==> config.mk <==
export PLATFORM = sky130hd
export DESIGN_NAME = tmr_pair
export DESIGN_NICKNAME = d
export VERILOG_FILES = /design/src/rtl/tmr_pkg.sv /design/src/rtl/tmr_decode.sv /design/src/rtl/tmr_event.sv /design/src/rtl/tmr_irq_flags.sv /design/src/rtl/tmr_pair.sv
export SDC_FILE = /design/constraint.sdc
export NUM_CORES = 2
export LEC_CHECK = 0
export BUFFER_PORTS_ARGS = -buffer_cell sky130_fd_sc_hd__buf_2
export CAP_MARGIN = 20
export CORE_ASPECT_RATIO = 0.75
export CORE_UTILIZATION = 55
export CTS_BUF_LIST = sky130_fd_sc_hd__clkbuf_8 sky130_fd_sc_hd__clkbuf_16
export CTS_CLUSTER_SIZE = 30
export DETAILED_ROUTE_END_ITERATION = 8
export GPL_TIMING_DRIVEN = 1
export PLACE_DENSITY = 0.71
export SLEW_MARGIN = 30
export SYNTH_ARGS = -nofsm -noshare
export SYNTH_HDL_FRONTEND = slang
export SYNTH_SLANG_ARGS = --single-unit
==> constraint.sdc <==
create_clock -name clk -period 10.9 [get_ports clk]
set_input_delay 2.18 -clock clk [delete_from_list [all_inputs] [get_ports clk]]
set_output_delay 2.18 -clock clk [all_outputs]
set_load 0.02 [all_outputs]
==> src/rtl/tmr_pkg.sv <==
package tmr_pkg;
  typedef enum logic [2:0] {
    A_CNT0 = 3'd0,
    A_MOD0 = 3'd1,
    A_CNT1 = 3'd2,
    A_MOD1 = 3'd3,
    A_CTL0 = 3'd4,
    A_CTL1 = 3'd5
  } tmr_addr_e;

  localparam int NUM_EV   = 3;
  localparam int MUL_SHOT = 12;
  localparam int MUL_PER  = 6;
  localparam int MUL_BIG  = 128;
  localparam int MUL_W    = 8;
endpackage

==> src/rtl/tmr_decode.sv <==
module tmr_decode
  import tmr_pkg::*;
#(
  parameter int CNT_W  = 16,
  parameter int PRE_W  = 4,
  parameter int SPAN_W = PRE_W + CNT_W + 1 + MUL_W
) (
  input  logic                           ctl0_wr,
  input  logic                           ctl1_wr,
  input  logic [7:0]                     cbyte,
  input  logic [PRE_W-1:0]               prescale,
  input  logic [CNT_W-1:0]               cnt0,
  input  logic [CNT_W-1:0]               mod0,
  input  logic [CNT_W-1:0]               mod1,
  output logic [NUM_EV-1:0]              ev_start,
  output logic [NUM_EV-1:0]              ev_stop,
  output logic [NUM_EV-1:0]              ev_periodic,
  output logic [NUM_EV-1:0][SPAN_W-1:0]  ev_span_m1
);
  // multiplier picked by the "long" bit and by the kind of delay
  function automatic int pick_mul(input logic long_sel, input logic single);
    if (long_sel) return MUL_BIG;
    return single ? MUL_SHOT : MUL_PER;
  endfunction

  // delay in cycles minus one; zero register value means 2^CNT_W units
  function automatic logic [SPAN_W-1:0] span_less_one(
    input logic [PRE_W-1:0] pre, input logic [CNT_W-1:0] units, input int mul);
    logic [SPAN_W-1:0] u, p, m;
    u = (units == '0) ? (SPAN_W'(1) << CNT_W) : SPAN_W'(units);
    p = (pre == '0) ? SPAN_W'(1) : SPAN_W'(pre);
    m = SPAN_W'(mul);
    return (p * u * m) - SPAN_W'(1);
  endfunction

  logic single_mode;
  assign single_mode = cbyte[0];

  always_comb begin
    // event 0: channel 0 main delay (one-shot or interval)
    ev_start[0]    = ctl0_wr && cbyte[7];
    ev_stop[0]     = ctl0_wr && !cbyte[7];
    ev_periodic[0] = !single_mode;
    ev_span_m1[0]  = single_mode
                   ? span_less_one(prescale, cnt0, pick_mul(cbyte[6], 1'b1))
                   : span_less_one(prescale, mod0, pick_mul(cbyte[6], 1'b0));
    // event 1: channel 0 second one-shot, only alive in one-shot mode
    ev_start[1]    = ctl0_wr && single_mode && cbyte[5];
    ev_stop[1]     = ctl0_wr && !(single_mode && cbyte[5]);
    ev_periodic[1] = 1'b0;
    ev_span_m1[1]  = span_less_one(prescale, mod0, pick_mul(cbyte[4], 1'b1));
    // event 2: channel 1 interval
    ev_start[2]    = ctl1_wr && cbyte[7];
    ev_stop[2]     = ctl1_wr && !cbyte[7];
    ev_periodic[2] = 1'b1;
    ev_span_m1[2]  = span_less_one(prescale, mod1, pick_mul(cbyte[6], 1'b0));
  end
endmodule

==> src/rtl/tmr_event.sv <==
module tmr_event #(
  parameter int SPAN_W = 29
) (
  input  logic              clk,
  input  logic              rst_n,
  input  logic              start,
  input  logic              stop,
  input  logic              periodic,
  input  logic [SPAN_W-1:0] span_m1,
  output logic              fire,
  output logic              busy
);
  logic [SPAN_W-1:0] cnt_q, rel_q;
  logic              per_q, busy_q;

  assign fire = busy_q && (cnt_q == '0) && !start && !stop;
  assign busy = busy_q;

  always_ff @(posedge clk) begin
    if (!rst_n) begin
      cnt_q  <= '0;
      rel_q  <= '0;
      per_q  <= 1'b0;
      busy_q <= 1'b0;
    end else if (start) begin
      busy_q <= 1'b1;
      per_q  <= periodic;
      cnt_q  <= span_m1;
      rel_q  <= span_m1;
    end else if (stop) begin
      busy_q <= 1'b0;
    end else if (busy_q) begin
      if (cnt_q == '0) begin
        if (per_q) cnt_q  <= rel_q;
        else       busy_q <= 1'b0;
      end else begin
        cnt_q <= cnt_q - 1'b1;
      end
    end
  end

  AST_ONESHOT_RETIRES: assert property (@(posedge clk) disable iff (!rst_n)
    (fire && !per_q) |=> !busy) else $error("one-shot stayed armed");
  AST_START_ARMS: assert property (@(posedge clk) disable iff (!rst_n)
    start |=> (busy && !fire)) else $error("start did not arm from full count");
  AST_STOP_IDLES: assert property (@(posedge clk) disable iff (!rst_n)
    stop |=> !busy) else $error("stop left delay armed");
endmodule

==> src/rtl/tmr_irq_flags.sv <==
module tmr_irq_flags #(
  parameter int N = 3
) (
  input  logic         clk,
  input  logic         rst_n,
  input  logic [N-1:0] fire,
  input  logic [N-1:0] ack,
  output logic [N-1:0] req
);
  for (genvar i = 0; i < N; i++) begin : g_flag
    logic flag_q;
    always_ff @(posedge clk) begin
      if (!rst_n)       flag_q <= 1'b0;
      else if (fire[i]) flag_q <= 1'b1;
      else if (ack[i])  flag_q <= 1'b0;
    end
    assign req[i] = flag_q;

    AST_FIRE_SETS: assert property (@(posedge clk) disable iff (!rst_n)
      fire[i] |=> req[i]) else $error("expiry lost");
    AST_ACK_CLEARS: assert property (@(posedge clk) disable iff (!rst_n)
      (ack[i] && !fire[i]) |=> !req[i]) else $error("ack ignored");
    AST_REQ_HOLDS: assert property (@(posedge clk) disable iff (!rst_n)
      (req[i] && !ack[i]) |=> req[i]) else $error("request dropped");
  end
endmodule

==> src/rtl/tmr_pair.sv <==
module tmr_pair
  import tmr_pkg::*;
#(
  parameter int CNT_W = 16,
  parameter int PRE_W = 4
) (
  input  logic               clk,
  input  logic               rst_n,
  input  logic               reg_we,
  input  logic [2:0]         reg_addr,
  input  logic [CNT_W-1:0]   reg_wdata,
  output logic [CNT_W-1:0]   reg_rdata,
  input  logic [PRE_W-1:0]   prescale,
  input  logic [NUM_EV-1:0]  irq_ack,
  output logic [NUM_EV-1:0]  irq_req
);
  localparam int SPAN_W = PRE_W + CNT_W + 1 + MUL_W;

  logic [CNT_W-1:0] cnt0_q, mod0_q, cnt1_q, mod1_q;
  logic [7:0]       ctl0_q;
  logic [1:0]       ctl1_q;

  logic ctl0_wr, ctl1_wr;
  logic [7:0] cbyte;
  logic iv0_start, iv1_start;

  logic [NUM_EV-1:0]             ev_start, ev_stop, ev_periodic, ev_fire, ev_busy;
  logic [NUM_EV-1:0][SPAN_W-1:0] ev_span_m1;

  assign cbyte     = reg_wdata[7:0];
  assign ctl0_wr   = reg_we && (reg_addr == A_CTL0);
  assign ctl1_wr   = reg_we && (reg_addr == A_CTL1);
  assign iv0_start = ctl0_wr && !cbyte[0] && cbyte[7];
  assign iv1_start = ctl1_wr && cbyte[7];

  always_ff @(posedge clk) begin
    if (!rst_n) begin
      cnt0_q <= '0;
      mod0_q <= '0;
      cnt1_q <= '0;
      mod1_q <= '0;
      ctl0_q <= '0;
      ctl1_q <= '0;
    end else begin
      if (reg_we && reg_addr == A_CNT0) cnt0_q <= reg_wdata;
      else if (iv0_start)                cnt0_q <= mod0_q;
      if (reg_we && reg_addr == A_MOD0) mod0_q <= reg_wdata;
      if (reg_we && reg_addr == A_CNT1) cnt1_q <= reg_wdata;
      else if (iv1_start)                cnt1_q <= mod1_q;
      if (reg_we && reg_addr == A_MOD1) mod1_q <= reg_wdata;
      if (ctl0_wr) ctl0_q <= cbyte;
      if (ctl1_wr) ctl1_q <= cbyte[7:6];
    end
  end

  always_comb begin
    case (reg_addr)
      A_CNT0:  reg_rdata = cnt0_q;
      A_MOD0:  reg_rdata = mod0_q;
      A_CNT1:  reg_rdata = cnt1_q;
      A_MOD1:  reg_rdata = mod1_q;
      A_CTL0:  reg_rdata = CNT_W'(ctl0_q);
      A_CTL1:  reg_rdata = CNT_W'({ctl1_q, 6'b0});
      default: reg_rdata = '0;
    endcase
  end

  tmr_decode #(.CNT_W(CNT_W), .PRE_W(PRE_W), .SPAN_W(SPAN_W)) u_decode (
    .ctl0_wr     (ctl0_wr),
    .ctl1_wr     (ctl1_wr),
    .cbyte       (cbyte),
    .prescale    (prescale),
    .cnt0        (cnt0_q),
    .mod0        (mod0_q),
    .mod1        (mod1_q),
    .ev_start    (ev_start),
    .ev_stop     (ev_stop),
    .ev_periodic (ev_periodic),
    .ev_span_m1  (ev_span_m1)
  );

  for (genvar e = 0; e < NUM_EV; e++) begin : g_ev
    tmr_event #(.SPAN_W(SPAN_W)) u_event (
      .clk      (clk),
      .rst_n    (rst_n),
      .start    (ev_start[e]),
      .stop     (ev_stop[e]),
      .periodic (ev_periodic[e]),
      .span_m1  (ev_span_m1[e]),
      .fire     (ev_fire[e]),
      .busy     (ev_busy[e])
    );
  end

  tmr_irq_flags #(.N(NUM_EV)) u_flags (
    .clk   (clk),
    .rst_n (rst_n),
    .fire  (ev_fire),
    .ack   (irq_ack),
    .req   (irq_req)
  );

  AST_TM0_FROM_MD0: assert property (@(posedge clk) disable iff (!rst_n)
    iv0_start |=> (cnt0_q == $past(mod0_q))) else $error("count0 not loaded");
  AST_TM1_FROM_MD1: assert property (@(posedge clk) disable iff (!rst_n)
    iv1_start |=> (cnt1_q == $past(mod1_q))) else $error("count1 not loaded");
  AST_IV_DROPS_SECOND: assert property (@(posedge clk) disable iff (!rst_n)
    (ctl0_wr && !cbyte[0]) |=> !ev_busy[1]) else $error("second shot survived");
  AST_HALT_BOTH: assert property (@(posedge clk) disable iff (!rst_n)
    (ctl0_wr && !cbyte[0] && !cbyte[7]) |=> (ev_busy[1:0] == 2'b00)) else $error("halt failed");
endmodule

* Word level (Yosys, flattened, before mapping) *
Index checks and enable logic that the tools add are counted.

storage, ports and cells
  register bits after elaboration = 227
  input bits = 29
  output and inout bits = 19

cells by class
  add/sub/neg operators = 7
  multiply operators = 7
  equality and inequality tests = 11
  muxes and demuxes = 51
  reductions and logical operators = 53

operators by type and width
  operator                 number
  $mux W29                 16
  $sub A29 B1 Y29 const B  7
  $mul A29 B29 Y29         4
  $pmux W16 S6             1
  $logic_not A29 Y1        3
  $mul A29 B8 Y29          3
  $mux W16                 4
  $mux W17                 3
  $logic_not A16 Y1        3
  $mux W8                  4
  $logic_and A1 B1 Y1      25
  $mux W1                  22
  $reduce_bool A2 Y1       8
  $logic_not A1 Y1         9
  $reduce_and A3 Y1        3
  $ne A2 B1 Y1 const B     4
  $eq A3 B2 Y1 const B     2
  $eq A3 B3 Y1 const B     2
  $ne A3 B1 Y1 const B     2
  $logic_not A4 Y1         1
  $mux W4                  1
  $eq A3 B1 Y1 const B     1
  $logic_not A3 Y1         1

* Depth between registers and ports, before layout *
  word-level depth = 8
  mapped depth = 35
  gate-level depth less buffers = 33

* Cells and area by module *
A second synthesis with hierarchy kept.

second synthesis, totals
  cells, all modules = 4,068
  area total of the unflattened synthesis = 33,350.7 µm²

by module, submodules not included
  module         times used  cells each  area an instance (µm²)  seq. area each (µm²)
  tmr_decode     1           2,512       20,358.3                0.0
  tmr_event      3           374         3,094.2                 1,201.2
  tmr_pair       1           422         3,563.4                 1,481.4
  tmr_irq_flags  1           12          146.4                   60.1

* Least setup slack after synthesis *
No wires, ideal clock.

  kind = input port to flip-flop
  from = in prescale[1]
  to = reg g_ev[0].u_event.cnt_q[27]
  setup time = 70 ps
  arrival = 9,758 ps
  path slack = 1,072 ps
  stages = 34
  cells stage by stage = nor3_1 or2_2 clkbuf_1 clkbuf_1 nand2_1 fa_1 inv_1 fa_1 a211oi_1 o21ai_0 a21oi_1 o21a_1 o21ai_0 a21oi_1 o21bai_1 a21oi_1 xnor2_1 and2_1 ha_1 ha_1 fa_1 fa_1 ha_1 ha_1 a21o_1 a21oi_1 nand2_1 a211oi_1 nor3_1 a2111oi_0 a21oi_1 xnor2_1 a221o_1 a21oi_1

between the ends
  cells in the longest elaborated chain, start to end = 7
  elaborated cells on any way between the ends = 10

ends and longest elaborated chain
  what                                                        RTL line          RTL
  start, declared                                             tmr_pair.sv:13    input logic [PRE_W-1:0] prescale,
  $logic_not A4 Y1                                            tmr_decode.sv:31  p = (pre == '0) ? SPAN_W'(1) : SPAN_W'(pre);
  $mux W4 *                                                   tmr_decode.sv:31
  $mul A29 B29 Y29                                            tmr_decode.sv:33  return (p * u * m) - SPAN_W'(1);
  $mul A29 B8 Y29 / $mul A29 B29 Y29 (equally long branches)  tmr_decode.sv:33
  $sub A29 B1 Y29                                             tmr_decode.sv:33
  $mux W29 *                                                  tmr_decode.sv:45  ? span_less_one(prescale, cnt0, pick_mul(cbyte[6], 1'b1))
  $mux W29 *                                                  tmr_event.sv:25   end else if (start) begin
  end signal, assigned                                        tmr_event.sv:28   cnt_q <= span_m1;
  end signal, assigned                                        tmr_event.sv:34   if (per_q) cnt_q <= rel_q;
  end signal, assigned                                        tmr_event.sv:37   cnt_q <= cnt_q - 1'b1;
  end, declared                                               tmr_event.sv:13   logic [SPAN_W-1:0] cnt_q, rel_q;

Mark *: on every way between the ends. The rest lies on a longest branch, timed or not.
A chain may end at the register's enable or synchronous reset.

* Worst setup path in the final report *
  from = in prescale[3]
  to = reg g_ev[0].u_event.cnt_q[27]

The elaborated chain is that of the path after synthesis.

==> flow_summary_export.csv <==
group,metric,value,unit
sta,final.setup.worst_slack,755.3,ps
worst_setup_path,worst-path-buf-inv,3,
pwr,swShare,0.4229,
cts,postCtsHoldBufs,0,
cts,cts_tree,"built",
worst_setup_path,critPathKind,"in -> reg",
global_route,grt_antenna_before_repair,1,
worst_hold_path,hold_path_depth,2,
drt,num_vias,25420,
cts,cts-resized-gates,0,
synth,synth_area,29880,sq um
worst_setup_path,r2r_end,"g_ev[0].u_event.cnt_q[27]$_SDFFE_PN0P_",
synth,yosys_most_used_dff,"dfxtp_1",
pwr,pwr-share-clk,0.239,
drt,totalWireLength,74470,microns
synth,ys_ff_latch,226,
drt,dr.pass1.iters,5,
synth,synth_top_area_cell,"ha_1",
floorplan,pin_count,48,
pwr,p_leak,15.55,nW
worst_setup_path,start_kind,"input port",
floorplan,die_y,203.8,microns
floorplan,dieArea,55270,sq um
sta,setup_violations,0,
global_route,grt_pass1_vias,23870,
synth,netlist.area_leader.share,0.1688,
drt,ant_nets,0,
drt,route.detailed.drc,0,
worst_hold_path,min_from,"g_ev[2].u_event.rel_q[28]$_SDFFE_PN0P_",
placement,io_buffers,47,
worst_setup_path,crit_slowest_cell,"a2111oi_0",
synth,yosysMostFrequentCell,"inv_1",
sta,slew-limit-headroom,0.3981,
worst_setup_path,end_kind,"flip-flop",
layout,nNetsFinal,4441,
cts,root_buffer,"clkbuf_16",
worst_setup_path,r2r_cells,31,
worst_setup_path,crit_top_cell,"a21oi_1",
synth,avgSynthCellArea,7.799,sq um
layout,drive_above_1_share,0.04918,
job,maxCapViolCount,0,
worst_setup_path,max_stage_delay,600,ps
global_route,grt_pass1_wl,123500,microns
synth,synthDistinctLibCells,86,
drt,wl_per_cell,16.49,microns
synth,synth_common_cells,"554 x inv_1, 419 x nand2_1, 403 x ha_1, 319 x nor2_1, 286 x a21oi_1",
floorplan,core,53340,sq um
pwr,ir_drop,0.0001285,V
sta,fin_skew,12.50,ps
sta,rsz0062_at_grt,"false",
cts,cts_max_level,1,
worst_setup_path,reg2reg_slack,2300,ps
worst_hold_path,hp-class,"reg -> reg",
placement,place_ws,320.3,ps
layout,area_growth,5.608,%
cts,clock_sinks,226,
sta,maxSlewViolCount,0,
cts,insertion_delay,550,ps
synth,async_flop_share,0,
sta,period_needed,10140,ps
floorplan,die_w,271.1,microns
status,status,"finished, final reports clean",
worst_setup_path,critPathRequiredTime,11380,ps
pwr,seq_power_share,0.229,
synth,synth_nets,4488,
sta,hold_ws,439.7,ps
pwr,power_switching,1.630,mW
drt,drt_iter0_drc,1963,
worst_setup_path,r2r_start,"cnt0_q[0]$_SDFFE_PN0P_",
worst_setup_path,worstPathMaxFanout,18,
cts,clkSlewWorstSetupHoldPaths,60,ps
placement,place_congestion,0.9107,
placement,dp_hpwl,58140,microns
sta,fin_setup_tns,0,ps
global_route,grt_remaining_overflow,0,
synth,yosysWarnings,0,
floorplan,rows,73,
global_route,grt_max_degree,67,
pwr,comb_power_share,0.532,
worst_setup_path,crit_family,"adder cells",
synth,ys_top_cells_by_area,"ha_1 17%, dfxtp_1 15%, fa_1 15%",
global_route,gr-usage-all-layers,0.2710,
sta,max_freq,98.57,MHz
sta,hold_violations,0,
sta,fin_crit_sh,0.9307,
floorplan,initial_core_util,0.5601,
cts,cts_buffer_depth,3,
worst_setup_path,cp.arrival,10630,ps
cts,numCtsBuffers,26,
synth,synth-edff-count,0,
drt,vias_per_cell,5.630,
cts,post_cts_buffers,0,
worst_hold_path,hold_path_end,"g_ev[2].u_event.rel_q[28]$_SDFFE_PN0P_",
synth,syn_inst,3831,
sta,worst_pin_slew,901.9,ps
synth,seq_area_frac_synth,0.1514,
pwr,power_density,122.2,nW/um^2
pwr,power.internal,2.225,mW
-- sequential cells by signal, summed over array words and instances (netlist names) --
signal	cells
u_flags.g_flag.flag_q	3
cnt1_q	16
g_ev.u_event.rel_q	58
cnt0_q	16
mod1_q	16
mod0_q	16
g_ev.u_event.busy	3
g_ev.u_event.cnt_q	87
ctl0_q	8
ctl1_q	2
g_ev.u_event.per_q	1
-- cell usage in the layout (no fill, tap or decap), drive strengths merged, types with 78 or more instances in the layout --
| master | synthesis | routed |
|---|---|---|
| inv | 555 | 559 |
| ha | 403 | 403 |
| and2 | 185 | 185 |
| xnor2 | 121 | 121 |
| fa | 225 | 225 |
| a21oi | 287 | 287 |
| nand2 | 419 | 419 |
| nor2 | 319 | 319 |
| dfxtp | 226 | 226 |
| o21ai | 148 | 148 |
| buf | 13 | 78 |
-- tightest hold or removal path, delay by kind of cell (launching register included) --
kind | cells | cell delay, ps
flops | 1 | 300
simple gates | 2 | 90
-- layout make-up --
type	count	area [sq um]
clock buffer	36	799.5
inverter	555	2086
antenna	1	2.502
multi-input combinational	2897	22680
fill	5091	21790
timing repair buffer	78	467.9
tap	712	890.9
sequential	226	4524
clock inverter	10	102.6
-- power by group through the flow --
stage / combinational [mW] / sequential, mW / clock (mW)
6_report: 2.05 / 0.883 / 0.922
5_1_grt: 2.31 / 0.886 / 0.970
4_1_cts: 2.03 / 0.881 / 0.939
3_5_place_dp: 2.01 / 0.899 / 0
3_3_place_gp: 1.99 / 0.899 / 0
2_1_floorplan: 1.56 / 0.888 / 0
-- how the worst max path moves through the flow --
stage | start | to | slack (ps) | cells after the start
floorplan | prescale[1] | g_ev[0].u_event.cnt_q[27]$_SDFFE_PN0P_ | 1070 | 34
global placement | prescale[3] | g_ev[0].u_event.cnt_q[27]$_SDFFE_PN0P_ | 510 | 33
detailed placement | prescale[3] | g_ev[0].u_event.cnt_q[27]$_SDFFE_PN0P_ | 320 | 33
CTS | prescale[3] | g_ev[0].u_event.cnt_q[27]$_SDFFE_PN0P_ | 830 | 33
global route | prescale[1] | g_ev[0].u_event.cnt_q[27]$_SDFFE_PN0P_ | 200 | 33
finish | prescale[3] | g_ev[0].u_event.cnt_q[27]$_SDFFE_PN0P_ | 760 | 33
-- through the flow --
step | instances | power (mW) | util | area, sq um
3_3_place_gp | 4468 | 2.884 | 0.5743 | 30630
6_report | 4515 | 3.855 | 0.5915 | 31550
5_1_grt | 4514 | 4.162 | 0.5915 | 31550
2_1_floorplan | 3831 | 2.449 | - | 29880
4_1_cts | 4514 | 3.847 | 0.5914 | 31550
3_5_place_dp | 4468 | 2.906 | 0.5745 | 30640
-- cell families after synthesis --
| kind of cell | count (synthesis) | share of synthesized area |
|---|---|---|
| XOR/XNOR | 185 | 0.05515 |
| AND/OR/NAND/NOR | 1258 | 0.2014 |
| multiplexers | 32 | 0.01432 |
| buffers and inverters | 708 | 0.09046 |
| AO/OA/AOI/OAI | 794 | 0.1677 |
| flip-flops | 226 | 0.1514 |
| adder cells (fa/ha/maj) | 628 | 0.3195 |
-- routing by layer --
layer	part of all wire	wire length [microns]	vias to the layer above	global-route usage
met3	0.089	6654	88	0.05322
met5	0.00017	13	-	0
met2	0.38	28290	919	0.3812
met1	0.51	38030	11710	0.4232
li1	-	-	12700	-
met4	0.020	1480	2	0.05257
Note: power is estimated with default switching activity, not from simulation.
